==> config.mk <==
export PLATFORM = sky130hd
export DESIGN_NAME = legacy_io_snoop
export DESIGN_NICKNAME = d
export VERILOG_FILES = /design/src/rtl/legacy_snoop_pkg.sv /design/src/rtl/snoop_rst_sync.sv /design/src/rtl/snoop_decode.sv /design/src/rtl/dor_shadow.sv /design/src/rtl/irq_edge_latch.sv /design/src/rtl/legacy_io_snoop.sv
export SDC_FILE = /design/constraint.sdc
export NUM_CORES = 1
export LEC_CHECK = 0
export ABC_CLOCK_PERIOD_IN_PS = 900
export BUFFER_PORTS_ARGS = -buffer_cell sky130_fd_sc_hd__buf_2
export CAP_MARGIN = 20
export CORE_AREA = 2 2 39 41
export CTS_BUF_LIST = sky130_fd_sc_hd__clkbuf_2
export DETAILED_ROUTE_END_ITERATION = 6
export DIE_AREA = 0 0 41 43
export HOLD_SLACK_MARGIN = 0.02
export PLACE_DENSITY_LB_ADDON = 0.15
export SYNTH_ARGS = -nofsm -noshare
export SYNTH_HDL_FRONTEND = slang
export SYNTH_HIERARCHICAL = 1
export SYNTH_SLANG_ARGS = --single-unit
==> constraint.sdc <==
create_clock -name clk -period 0.9 [get_ports clk]
set_input_delay 0.225 -clock clk [delete_from_list [all_inputs] [get_ports clk]]
set_output_delay 0.225 -clock clk [all_outputs]
set_load 0.05 [all_outputs]
==> src/rtl/legacy_snoop_pkg.sv <==
package legacy_snoop_pkg;

  // Decoded snoop events for the cycle currently on the bus.
  typedef struct packed {
    logic dor_wr;   // write to either floppy output register address
    logic kbd_rd;   // read of the keyboard data port
  } snoop_hit_t;

  localparam int unsigned IRQ_CH  = 2;
  localparam int unsigned CH_KBD  = 0;
  localparam int unsigned CH_MOUS = 1;

endpackage

==> src/rtl/snoop_rst_sync.sv <==
module snoop_rst_sync #(
  parameter int unsigned STAGES = 2
) (
  input  logic clk,
  input  logic rst_n,
  output logic rst_n_sync
);

  logic [STAGES-1:0] chain_q;
  logic [STAGES-1:0] chain_d;

  always_comb begin
    chain_d = {chain_q[STAGES-2:0], 1'b1};
  end

  always_ff @(posedge clk or negedge rst_n) begin
    if (!rst_n) chain_q <= '0;
    else        chain_q <= chain_d;
  end

  assign rst_n_sync = chain_q[STAGES-1];

endmodule

==> src/rtl/snoop_decode.sv <==
module snoop_decode
  import legacy_snoop_pkg::*;
#(
  parameter int unsigned ADDR_W   = 16,
  parameter logic [ADDR_W-1:0] DOR_ADDR_A = 16'h03F2,
  parameter logic [ADDR_W-1:0] DOR_ADDR_B = 16'h0372,
  parameter logic [ADDR_W-1:0] KBD_ADDR   = 16'h0060
) (
  input  logic [ADDR_W-1:0] addr,
  input  logic              rd,
  input  logic              wr,
  output snoop_hit_t        hit
);

  localparam int unsigned N_DOR = 2;
  localparam logic [N_DOR*ADDR_W-1:0] DOR_LIST = {DOR_ADDR_B, DOR_ADDR_A};

  logic [N_DOR-1:0] dor_match;

  for (genvar g = 0; g < N_DOR; g++) begin : g_dor
    assign dor_match[g] = (addr == DOR_LIST[g*ADDR_W +: ADDR_W]);
  end

  always_comb begin
    hit        = '0;
    hit.dor_wr = wr & (|dor_match);
    hit.kbd_rd = rd & (addr == KBD_ADDR);
  end

endmodule

==> src/rtl/dor_shadow.sv <==
module dor_shadow #(
  parameter int unsigned DATA_W = 8,
  parameter int unsigned EN_BIT = 3
) (
  input  logic              clk,
  input  logic              rst_n,
  input  logic              wr_hit,
  input  logic [DATA_W-1:0] data,
  input  logic              dack_n,
  output logic              ubus_oe_n
);

  localparam logic [DATA_W-1:0] KEEP_MASK = ~(DATA_W'(1) << EN_BIT);

  logic dma_en_q;
  logic dma_en_d;
  logic load_en;
  logic unused_bits;

  assign load_en     = wr_hit;
  assign unused_bits = ^(data & KEEP_MASK);

  always_comb begin
    dma_en_d = dma_en_q;
    if (load_en) dma_en_d = data[EN_BIT];
  end

  always_ff @(posedge clk or negedge rst_n) begin
    if (!rst_n) dma_en_q <= 1'b0;
    else        dma_en_q <= dma_en_d;
  end

  // Gate is combinational so the enable tracks the acknowledge in-cycle.
  assign ubus_oe_n = ~(dma_en_q & ~dack_n);

  assert_load_R2: assert property (@(posedge clk) disable iff (!rst_n)
    wr_hit |=> (dma_en_q == $past(data[EN_BIT])));

  assert_keep_R4: assert property (@(posedge clk) disable iff (!rst_n)
    !wr_hit |=> $stable(dma_en_q));

endmodule

==> src/rtl/irq_edge_latch.sv <==
module irq_edge_latch (
  input  logic clk,
  input  logic rst_n,
  input  logic irq_in,
  input  logic set_en,
  input  logic rel,
  output logic irq_out
);

  logic prev_q;
  logic hold_q;
  logic hold_d;
  logic rise;

  assign rise = irq_in & ~prev_q & set_en;

  always_comb begin
    hold_d = hold_q;
    if (rise)     hold_d = 1'b1;   // a new edge outranks the release
    else if (rel) hold_d = 1'b0;
  end

  always_ff @(posedge clk or negedge rst_n) begin
    if (!rst_n) begin
      prev_q <= 1'b0;
      hold_q <= 1'b0;
    end else begin
      prev_q <= irq_in;
      hold_q <= hold_d;
    end
  end

  assign irq_out = hold_q;

  assert_set_R7: assert property (@(posedge clk) disable iff (!rst_n)
    (irq_in && !prev_q && set_en) |=> irq_out);

  assert_clear_R8: assert property (@(posedge clk) disable iff (!rst_n)
    (rel && !(irq_in && !prev_q && set_en)) |=> !irq_out);

  assert_sticky_R11: assert property (@(posedge clk) disable iff (!rst_n)
    (irq_out && !rel) |=> irq_out);

  assert_level_R12: assert property (@(posedge clk) disable iff (!rst_n)
    (!irq_out && (prev_q || !set_en)) |=> !irq_out || $past(irq_in && !prev_q && set_en));

endmodule

==> src/rtl/legacy_io_snoop.sv <==
module legacy_io_snoop
  import legacy_snoop_pkg::*;
#(
  parameter int unsigned ADDR_W = 16,
  parameter int unsigned DATA_W = 8,
  parameter int unsigned EN_BIT = 3
) (
  input  logic              clk,
  input  logic              rst_n,
  input  logic [ADDR_W-1:0] io_addr,
  input  logic              io_rd,
  input  logic              io_wr,
  input  logic [DATA_W-1:0] io_data,
  input  logic              dack_n,
  output logic              ubus_oe_n,
  input  logic              kbd_irq_in,
  input  logic              mouse_irq_in,
  input  logic              mouse_en,
  output logic              irq_kbd,
  output logic              irq_mouse
);

  logic              rst_n_i;
  snoop_hit_t        hit;
  logic [IRQ_CH-1:0] ch_in;
  logic [IRQ_CH-1:0] ch_set_en;
  logic [IRQ_CH-1:0] ch_rel;
  logic [IRQ_CH-1:0] ch_out;

  snoop_rst_sync #(.STAGES(2)) u_rst (
    .clk        (clk),
    .rst_n      (rst_n),
    .rst_n_sync (rst_n_i)
  );

  snoop_decode #(.ADDR_W(ADDR_W)) u_dec (
    .addr (io_addr),
    .rd   (io_rd),
    .wr   (io_wr),
    .hit  (hit)
  );

  dor_shadow #(.DATA_W(DATA_W), .EN_BIT(EN_BIT)) u_dor (
    .clk       (clk),
    .rst_n     (rst_n_i),
    .wr_hit    (hit.dor_wr),
    .data      (io_data),
    .dack_n    (dack_n),
    .ubus_oe_n (ubus_oe_n)
  );

  assign ch_in[CH_KBD]  = kbd_irq_in;
  assign ch_in[CH_MOUS] = mouse_irq_in;

  for (genvar c = 0; c < IRQ_CH; c++) begin : g_irq
    if (c == CH_MOUS) begin : g_mode
      assign ch_set_en[c] = mouse_en;
      assign ch_rel[c]    = hit.kbd_rd & mouse_en;
    end else begin : g_always
      assign ch_set_en[c] = 1'b1;
      assign ch_rel[c]    = hit.kbd_rd;
    end
    irq_edge_latch u_lat (
      .clk     (clk),
      .rst_n   (rst_n_i),
      .irq_in  (ch_in[c]),
      .set_en  (ch_set_en[c]),
      .rel     (ch_rel[c]),
      .irq_out (ch_out[c])
    );
  end

  assign irq_kbd   = ch_out[CH_KBD];
  assign irq_mouse = ch_out[CH_MOUS];

  assert_idle_R6: assert property (@(posedge clk) disable iff (!rst_n_i)
    dack_n |-> ubus_oe_n);

  assert_mouse_hold_R10: assert property (@(posedge clk) disable iff (!rst_n_i)
    (!mouse_en && irq_mouse) |=> irq_mouse);

  assert_mouse_off_R9: assert property (@(posedge clk) disable iff (!rst_n_i)
    (!mouse_en && !irq_mouse) |=> !irq_mouse);

endmodule

==> run_results.csv <==
group,metric,value,unit
status,outcome,"finished, violations left",
status,violations,"negative setup slack",
place,place_area,498,sq um
global_route,grt_pass1_vias,277,
clocking,htreeDepth,1,
synthesis,synthCells,27,
synthesis,seq_area_frac_synth,56.2,%
power_and_ir_drop,power_density,1100,mW/mm^2
place,portBuffers,27,
route,antenna_left,0,
sta,post-route-period-util,125,%
worst_hold_path,hold_path.class,"reg -> async",
worst_setup_path,regToRegStartpoint,"u_dor/dma_en_q",
sta,setup-violations-final,6,
route,viasPerCell,4.08,
route,dr_total_vias,314,
route,drtIter0Drc,1,
sta,hold_viol_final,0,
synthesis,yosys_register_bits,7,
worst_setup_path,critPathRequiredTime,1.00,ns
place,routabilityCongestion,0.591,
clocking,path_clk_slew,0.06,ns
clocking,clkLatencyLatePin,0.21,ns
route,wl_per_cell,9.26,um
die,die_w,41,um
worst_setup_path,crit_type,"in -> reg",
clocking,cts_tree,"yes",
worst_setup_path,crit_end,"u_dor/dma_en_q",
worst_setup_path,critPathArrivalTime,1.23,ns
route,route.detailed.drc,0,
cells_and_area,antenna_cells,0,
global_route,gr-total-overflow,0,
synthesis,syn-num-nets,59,
cells_and_area,final_common_cell,"buf_2",
worst_setup_path,reg2reg_slack,0.01,ns
die,dieArea,0.00176,sq mm
sta,min_period,1.13,ns
clocking,clock_path_buffers,2,
clocking,clock_sinks,7,
synthesis,syn_area,312,sq um
worst_setup_path,setup.worst_path.end_class,"flop",
flow_run,maxCapViolCount,0,
clocking,numCtsBuffers,3,
route,wirelength,713,um
clocking,root_buffer,"clkbuf_2",
global_route,grt_pass1_wl,1030,um
global_route,grt_max_degree,6,
power_and_ir_drop,p_leak,0.294,nW
sta,fin_skew,0.000817,ns
die,core,0.00138,sq mm
worst_setup_path,r2r_cells,2,
sta,fmax,889,MHz
global_route,antenna_found_initial,0,
sta,tns,-0.969,ns
route,first_pass_iters,2,
cells_and_area,layout_common_cells,"22 x buf_2, 7 x dfrtp_1, 4 x clkbuf_2, 4 x buf_6, 3 x nand2_1",
cells_and_area,fin_util,41.7,%
global_route,grtUsageTotal,9.00,%
power_and_ir_drop,ir_worst_vdd,926,uV
synthesis,synth_warnings,6,
sta,timing.final.ws_setup,-0.225,ns
sta,rsz0062_at_grt,"true",
cells_and_area,fin_area,577,sq um
cells_and_area,area_delta_synth_final,85.1,%
cells_and_area,drive_above_1_share,70.5,%
worst_setup_path,startpoint_type,"input pin",
die,die_h,43,um
worst_setup_path,startpoint,"io_addr[11]",
worst_setup_path,cp_max_fo,2,
synthesis,yosys.cell_types.count,12,
place,place_inst,72,
cells_and_area,fin_nets,94,
sta,slew_violations,0,
place,dp_slack,-0.492,ns
die,num_io_pins,35,
synthesis,synth.avg_cell_area,11.5,sq um
worst_setup_path,regToRegEndpoint,"u_dor/dma_en_q",
die,start_util,22.5,%
die,rows,14,
cells_and_area,stdcell_count,77,
==> synth_stat cells <==
| cell type | instances | area share (%) |
|---|---|---|
| and2_1 | 1 | 2.0 |
| and4bb_2 | 2 | 8.0 |
| conb_1 | 2 | 2.4 |
| dfrtp_1 | 7 | 56 |
| inv_1 | 2 | 2.4 |
| mux2_4 | 1 | 4.8 |
| nand2_1 | 3 | 3.6 |
| nand2b_1 | 1 | 2.0 |
| nand3_1 | 2 | 3.2 |
| nor3_1 | 2 | 3.2 |
| nor4_1 | 2 | 4.0 |
| o22ai_2 | 2 | 8.0 |
==> sequential cells by signal (all words and copies together) (netlist names) <==
signal,flops
u_dor/dma_en_q,1
g_irq.u_lat/prev_q,2
g_irq.u_lat/irq_out,2
u_rst/chain_q,2
==> worst min path at each step <==
| stage | slack [ns] | startpoint | end |
|---|---|---|---|
| after floorplan | -0.07 | rst_n | u_rst/chain_q[0] |
| after global routing | 0.1 | u_rst/chain_q[1] | u_dor/dma_en_q |
| after CTS | 0.09 | u_rst/chain_q[1] | g_irq[0].u_lat/irq_out |
| final | 0.08 | u_rst/chain_q[1] | g_irq[1].u_lat/prev_q |
| after global placement | 0.01 | rst_n | u_rst/chain_q[0] |
| after detailed placement | 0.01 | rst_n | u_rst/chain_q[1] |
==> final cells by class <==
cell class,count,area [sq um]
timing repair buffer,30,195
sequential,7,175
clock buffer,4,20.0
fill,141,807
tap,16,20.0
multi-input combinational,18,159
inverter,2,7.51
==> through the flow <==
step	total power (W)	hold WS (ns)
2_1_floorplan	0.000350	-0.0706
3_3_place_gp	0.000408	0.0125
3_5_place_dp	0.000407	0.0111
4_1_cts	0.000638	0.0885
5_1_grt	0.000683	0.0961
6_report	0.000633	0.0842
==> layer usage <==
layer | global-route usage [%] | share of wire [%] | wire (um)
met1 | 9.54 | 39 | 278
met2 | 13.1 | 54 | 384
met3 | 7.85 | 7.0 | 50
met4 | 2.00 | 0 | 0
met5 | 0 | 0 | 0
==> logic make-up after synthesis <==
group,share of synthesized area [%]
compound gates,8.03
buf+inv,2.41
flops,56.2
mux,4.82
other cells,2.41
simple gates,26.1
==> worst max-delay path, stage by stage <==
cell and delay [ns]:
buf_6 0.10, nor4_4 0.27, nand3_2 0.12, nor3_2 0.20, mux2_4 0.31
==> power breakdown <==
part	total, W	leakage (nW)	switching (W)	internal [W]
Combinational	0.0000845	0.199	0.0000295	0.0000550
Clock	0.000217	0.0166	0.0000991	0.000118
Sequential	0.000331	0.0781	0.00000706	0.000324
==> timing repair <==
item	CTS	global route
buffers inserted	0	0
pin swaps	3	2
hold buffers	1	0
setup endpoints to repair	6	6
resized for setup	8	3
endpoints found under the hold margin	2	0
(Power assumes the default switching activity.)
